### src/rtl/sd_cmd_pkg.sv
package sd_cmd_pkg;
    typedef enum logic [1:0] {ST_IDLE, ST_TX, ST_WAIT, ST_RX} cmd_state_e;

    localparam int FRAME_BITS = 48;
    localparam int LONG_BITS  = 136;
    localparam int NUM_FLAGS  = 4;

    localparam int FLG_SENT = 0;
    localparam int FLG_GOOD = 1;
    localparam int FLG_CRC  = 2;
    localparam int FLG_TMO  = 3;
endpackage

### src/rtl/sd_cmd_crc7.sv
module sd_cmd_crc7 #(
    parameter int NBITS = 40
) (
    input  logic [NBITS-1:0] data,
    output logic [6:0]       crc
);
    logic [6:0] acc;
    logic       fb;

    always_comb begin
        acc = '0;
        fb  = 1'b0;
        for (int i = NBITS - 1; i >= 0; i--) begin
            fb  = data[i] ^ acc[6];
            acc = {acc[5:0], 1'b0};
            if (fb) acc = acc ^ 7'h09;
        end
        crc = acc;
    end
endmodule

### src/rtl/sd_cmd_flags.sv
module sd_cmd_flags #(
    parameter int N = 4
) (
    input  logic         clk,
    input  logic         rst_n,
    input  logic [N-1:0] set,
    input  logic [N-1:0] clr,
    output logic [N-1:0] flags
);
    logic [N-1:0] flags_d, flags_q;

    always_comb begin
        flags_d = (flags_q & ~clr) | set;
    end

    always_ff @(posedge clk or negedge rst_n) begin
        if (!rst_n) flags_q <= '0;
        else        flags_q <= flags_d;
    end

    assign flags = flags_q;
endmodule

### src/rtl/sd_cmd_path.sv
module sd_cmd_path
    import sd_cmd_pkg::*;
#(
    parameter int TIMEOUT_CYC = 64
) (
    input  logic        clk,
    input  logic        rst_n,
    input  logic        cmd_start,
    input  logic [5:0]  cmd_index,
    input  logic [31:0] cmd_arg,
    input  logic [1:0]  resp_kind,
    input  logic [3:0]  flag_clr,
    input  logic        cmd_in,
    output logic        cmd_out,
    output logic        cmd_oe,
    output logic        busy,
    output logic [3:0]  flags,
    output logic [5:0]  resp_index,
    output logic [31:0] resp_word0,
    output logic [31:0] resp_word1,
    output logic [31:0] resp_word2,
    output logic [31:0] resp_word3
);
    localparam int MAXCNT = (LONG_BITS > TIMEOUT_CYC) ? LONG_BITS : TIMEOUT_CYC;
    localparam int CNT_W  = $clog2(MAXCNT + 1);
    localparam int RX_W   = LONG_BITS - 1;
    localparam int BODY   = FRAME_BITS - 8;

    typedef struct packed {
        cmd_state_e          st;
        logic [CNT_W-1:0]    cnt;
        logic [FRAME_BITS-1:0] tx;
        logic [RX_W-1:0]     rx;
        logic                want;
        logic                long_rsp;
        logic [5:0]          ridx;
        logic [127:0]        rwords;
    } ctl_t;

    ctl_t q, d;
    logic [NUM_FLAGS-1:0] flag_set;
    logic [LONG_BITS-1:0] rx_full;
    logic [6:0]           tx_crc, rx_crc;
    logic [CNT_W-1:0]     last_bit;
    logic                 end_ok;

    assign rx_full  = {q.rx, cmd_in};
    assign last_bit = q.long_rsp ? CNT_W'(LONG_BITS - 1) : CNT_W'(FRAME_BITS - 1);
    assign end_ok   = rx_full[0];

    sd_cmd_crc7 #(.NBITS(BODY)) u_tx_crc (
        .data ({2'b01, cmd_index, cmd_arg}),
        .crc  (tx_crc)
    );

    sd_cmd_crc7 #(.NBITS(BODY)) u_rx_crc (
        .data (rx_full[FRAME_BITS-1:8]),
        .crc  (rx_crc)
    );

    always_comb begin
        d        = q;
        flag_set = '0;
        case (q.st)
            ST_IDLE: begin
                if (cmd_start) begin
                    d.st       = ST_TX;
                    d.cnt      = '0;
                    d.tx       = {2'b01, cmd_index, cmd_arg, tx_crc, 1'b1};
                    d.want     = resp_kind[0];
                    d.long_rsp = (resp_kind == 2'b11);
                end
            end
            ST_TX: begin
                d.tx  = {q.tx[FRAME_BITS-2:0], 1'b1};
                d.cnt = q.cnt + 1'b1;
                if (q.cnt == CNT_W'(FRAME_BITS - 1)) begin
                    d.cnt = '0;
                    if (q.want) begin
                        d.st = ST_WAIT;
                    end else begin
                        d.st = ST_IDLE;
                        flag_set[FLG_SENT] = 1'b1;
                    end
                end
            end
            ST_WAIT: begin
                if (!cmd_in) begin
                    d.st  = ST_RX;
                    d.rx  = rx_full[RX_W-1:0];
                    d.cnt = CNT_W'(1);
                end else if (q.cnt == CNT_W'(TIMEOUT_CYC - 1)) begin
                    d.st = ST_IDLE;
                    flag_set[FLG_TMO] = 1'b1;
                end else begin
                    d.cnt = q.cnt + 1'b1;
                end
            end
            ST_RX: begin
                d.rx  = rx_full[RX_W-1:0];
                d.cnt = q.cnt + 1'b1;
                if (q.cnt == last_bit) begin
                    d.st = ST_IDLE;
                    if (q.long_rsp) begin
                        d.ridx   = rx_full[133:128];
                        d.rwords = rx_full[127:0];
                        flag_set[FLG_GOOD] = end_ok;
                        flag_set[FLG_CRC]  = !end_ok;
                    end else begin
                        d.ridx   = rx_full[45:40];
                        d.rwords = {rx_full[39:8], 96'b0};
                        flag_set[FLG_GOOD] = end_ok && (rx_crc == rx_full[7:1]);
                        flag_set[FLG_CRC]  = !(end_ok && (rx_crc == rx_full[7:1]));
                    end
                end
            end
            default: d.st = ST_IDLE;
        endcase
    end

    always_ff @(posedge clk or negedge rst_n) begin
        if (!rst_n) begin
            q <= '{st: ST_IDLE, tx: '1, default: '0};
        end else begin
            q <= d;
        end
    end

    sd_cmd_flags #(.N(NUM_FLAGS)) u_flags (
        .clk   (clk),
        .rst_n (rst_n),
        .set   (flag_set),
        .clr   (flag_clr),
        .flags (flags)
    );

    assign cmd_oe     = (q.st == ST_TX);
    assign cmd_out    = cmd_oe ? q.tx[FRAME_BITS-1] : 1'b1;
    assign busy       = (q.st != ST_IDLE);
    assign resp_index = q.ridx;
    assign resp_word0 = q.rwords[127:96];
    assign resp_word1 = q.rwords[95:64];
    assign resp_word2 = q.rwords[63:32];
    assign resp_word3 = q.rwords[31:0];
endmodule

### config.mk
export PLATFORM = sky130hd
export DESIGN_NAME = sd_cmd_path
export DESIGN_NICKNAME = d
export VERILOG_FILES = /design/src/rtl/sd_cmd_pkg.sv /design/src/rtl/sd_cmd_crc7.sv /design/src/rtl/sd_cmd_flags.sv /design/src/rtl/sd_cmd_path.sv
export SDC_FILE = /design/constraint.sdc
export NUM_CORES = 1
export LEC_CHECK = 0
export CAP_MARGIN = 20
export CORE_UTILIZATION = 55
export CTS_CLUSTER_DIAMETER = 150
export DETAILED_ROUTE_END_ITERATION = 10
export GPL_ROUTABILITY_DRIVEN = 0
export GPL_TIMING_DRIVEN = 0
export PLACE_DENSITY = 0.79
export SLEW_MARGIN = 20
export SYNTH_ARGS = -nofsm -noshare
export SYNTH_HDL_FRONTEND = slang
export SYNTH_SLANG_ARGS = --single-unit
### constraint.sdc
create_clock -name clk -period 3.3 [get_ports clk]
set_clock_uncertainty 0.2 [all_clocks]
set_input_delay 0.66 -clock clk [delete_from_list [all_inputs] [get_ports clk]]
set_output_delay 0.66 -clock clk [all_outputs]
set_load 0.1 [all_outputs]
==> results.md <==
- Status: finished clean
- Psw: 10.16 mW
- Vias in the first global route: 10,960
- Total number of vias: 10,950
- Chip height: between 150 and 200 um
- Clock tree buffer depth: 3
- DPL Wire Length: 24,570 um
- Gr usage total: between 20% and 30%
- Routed len/inst: 16.49 um
- Cell variety after synth: 43
- Area contributors post-synth: dfrtp_1 45%, mux2_2 9.4%, dfstp_2 7.8%, buf_4 6.4%, nand2_1 6.2%
- DRT Wirelength: 34,490 um
- Clk Latency, worst-skew pair: ~510 ps
- Most frequent cell after synthesis: dfrtp_1
- Reg2reg path depth: 9
- Area delta synth->final: 23.57%
- WP data arrival: 3480 ps
- P_int: 14.49 mW
- Final core occ: 69.82%
- DRC: 0
- Synth top cells by count: 283 x dfrtp_1, 262 x nand2_1, 134 x buf_4
- Synthesis warning total: 0
- Cell row count: between 60 and 70
- Cells after Synth: roughly 1,500
- Main flop type after synthesis: dfrtp_1
- Worst EP required: 3530 ps
- Vias per cell: 5.236
- Htree depth: 2
- Die Width: 171.6 um
- Sequential power share: 23.9%
- Drt pass-1 iters: 5
- Clock network power share: 15.4%
- Unrepaired setup endpoints after global routing: true
- FF+latch count, synth: 330
- Number of I/O pins: 189
- Post-Synthesis Net Count: ~1,500
- Switch share: 41.23%
- Starting density of the core: 56.50%
- Root Driver: clkbuf_16
- Pre-CTS setup slack: -723.5 ps
- Cell area after synthesis: 0.01583 mm2
- Power Dens Cells: approximately 1300 mW/mm2
- Fin Hold WS: 252.5 ps
- Die area: 0.02946 mm2
- Synth top area share: approximately 45%
- Initial drt markers: 731
- Post-synthesis area per instance: 10.87 um2
- Core Footprint: 0.02801 mm2
- R2R Path End: u_flags.flags[2]
- CTS tree: yes
- Min-delay src: q[316]
- P_leak: 9.247 nW
- Fraction of registers with async set/reset: between 90% and 100%
- Tightest Pin Transition: 1076 ps
- Area leader, netlist: dfrtp_1
- EDFF count, synth: 0
- Largest net degree at the start of global routing: 95
- Overall power: 24.65 mW
- Placement Cell Area: 0.01827 mm2
- Finished Cell Area: 0.01956 mm2
- Share of the yosys chip area belonging to registers: 52.55%
- Global-route wire length before repair: 55,990 um
- Clock sinks: 330
- Max VDD drop: 2.199 mV
- Fmax: 307.7 MHz
- Critical Path Sink Type: flop
- Power share of the combinational group: 60.6%
- MaxCap Viol Count: 0
- Sum Neg Setup Slack: 0 ps
- Post-DRT Antenna Nets: 0
- Critical path startpoint: cmd_arg[28]
- Total gr overflow: 0
- Internal reg-to-reg setup slack: 70 ps
- Final worst slack: 50.30 ps
- Clk slew on worst S/H paths: about 60 ps
- Ant. Diodes: 0
- Placed insts: 2,025
- Final setup violating endpoints: 0
- Post-layout nets: 1,736
- Slew Limit Fails: 0
- Relative slew slack: about 28%
- Initial antenna violation count: 0
- # port buffers: 188
- Fin. Hold Viols: 0
- Period Utilization, post-route: 98.48%
- Min-Delay Path Depth: 2
- Maximum fanout along the worst path: 2
- Layout cells sized above 1: 24.23%
- Post-layout min period: 3250 ps
- Worst hold path endpoint: q[317]
- Non-Filler Instances: ~2,100
- CP Class: input pin to flop
- Worst reg2reg startpoint: q[175]
- Hold Crit Class: flop to flop
- Num CTS Buffers: 35
- Startpoint types: input pin
-- timing repair --
action,4_1_cts,5_1_grt
gates resized for setup,22,16
hold buffers,1,0
setup endpoints to repair,92,26
buffers inserted,1,4
hold endpoints to repair,87,0
pin swaps,4,10
-- flip-flops by register name (all words and copies together) (netlist names) --
name,count
q,192
resp_index,6
resp_word0,32
resp_word1,32
resp_word2,32
resp_word3,32
u_flags.flags,4
-- routing by layer --
layer | vias up | GRT usage [%] | share of wire (%)
met3 | 50 | 4.142 | 5.1
li1 | 5195 | - | -
met1 | 5422 | 32.71 | 44
met5 | - | 0 | 0
met2 | 281 | 40.43 | 49
met4 | 0 | 6.366 | 1.8
-- worst max-delay path: stages --
cell and delay, ps:
clkdlybuf4s50_1 540, xnor3_2 490, xnor3_2 430, xnor2_2 230, xnor3_2 330, xor2_1 170, xnor2_1 210, nand2_1 110
a221oi_2 240, o21ai_1 80
-- how the worst max path moves through the flow --
stage,endpoint,slack [ps],cells past startpoint
2_1_floorplan,q[276],100,9
3_3_place_gp,q[200],-12310,1
3_5_place_dp,q[276],-720,10
4_1_cts,q[276],4,10
5_1_grt,q[276],-40,10
6_report,q[276],50,10
-- kinds of logic (layout without fill, tap and decap cells) --
logic type	Yosys count	after routing	share of synthesized area, %
AND/OR/NAND/NOR	473	473	12.31
flip-flops	330	330	52.55
buffers and inverters	223	480	8.467
multiplexers	172	172	11.92
XOR/XNOR	134	134	10.15
AO/OA/AOI/OAI	123	123	4.522
adder cells (fa/ha/maj)	1	1	0.07904
-- layout make-up --
class                   count  area (um2)
clock buffers              53        1025
clock inverters            10       97.59
flip-flops and latches    330        8320
well taps                 378       473.0
repair buffers            197        2012
multi-input cells         903        6296
plain buffers             210        1296
fillers                  2018        8453
inverters                  10       37.54
-- placed cells by master (no fill, tap or decap), types with 3 or more instances in the layout --
cell type          n
clkbuf_16         36
a22oi_1            4
mux2_2           132
dfstp_2           47
buf_4            139
clkbuf_2           4
xnor3_1           13
buf_1             12
nor2_1            87
clkdlybuf4s50_1  185
nor3_1             9
dfrtp_2            3
o21ai_1            4
clkbuf_1          71
mux2i_1           40
xor2_1            28
inv_1             10
o21ai_0           49
clkinv_2           3
xor2_2             3
buf_16             3
xnor2_2           11
nand2_1          262
a21oi_1           14
xnor2_1           63
dfrtp_1          280
xnor2_4            5
nand3_1          103
xnor3_2            8
o22ai_1           40
and3_1             3
clkbuf_8           6
-- power by group through the flow --
stage	logic (mW)	clock network (mW)	registers (mW)
after floorplan	11.8	0	5.60
after global placement	13.4	0	5.87
after detailed placement	13.6	0	5.91
after CTS	13.8	3.88	5.86
after global routing	15.7	4.06	6.00
final	14.9	3.81	5.90
Note: power is estimated with default switching activity, not from simulation.
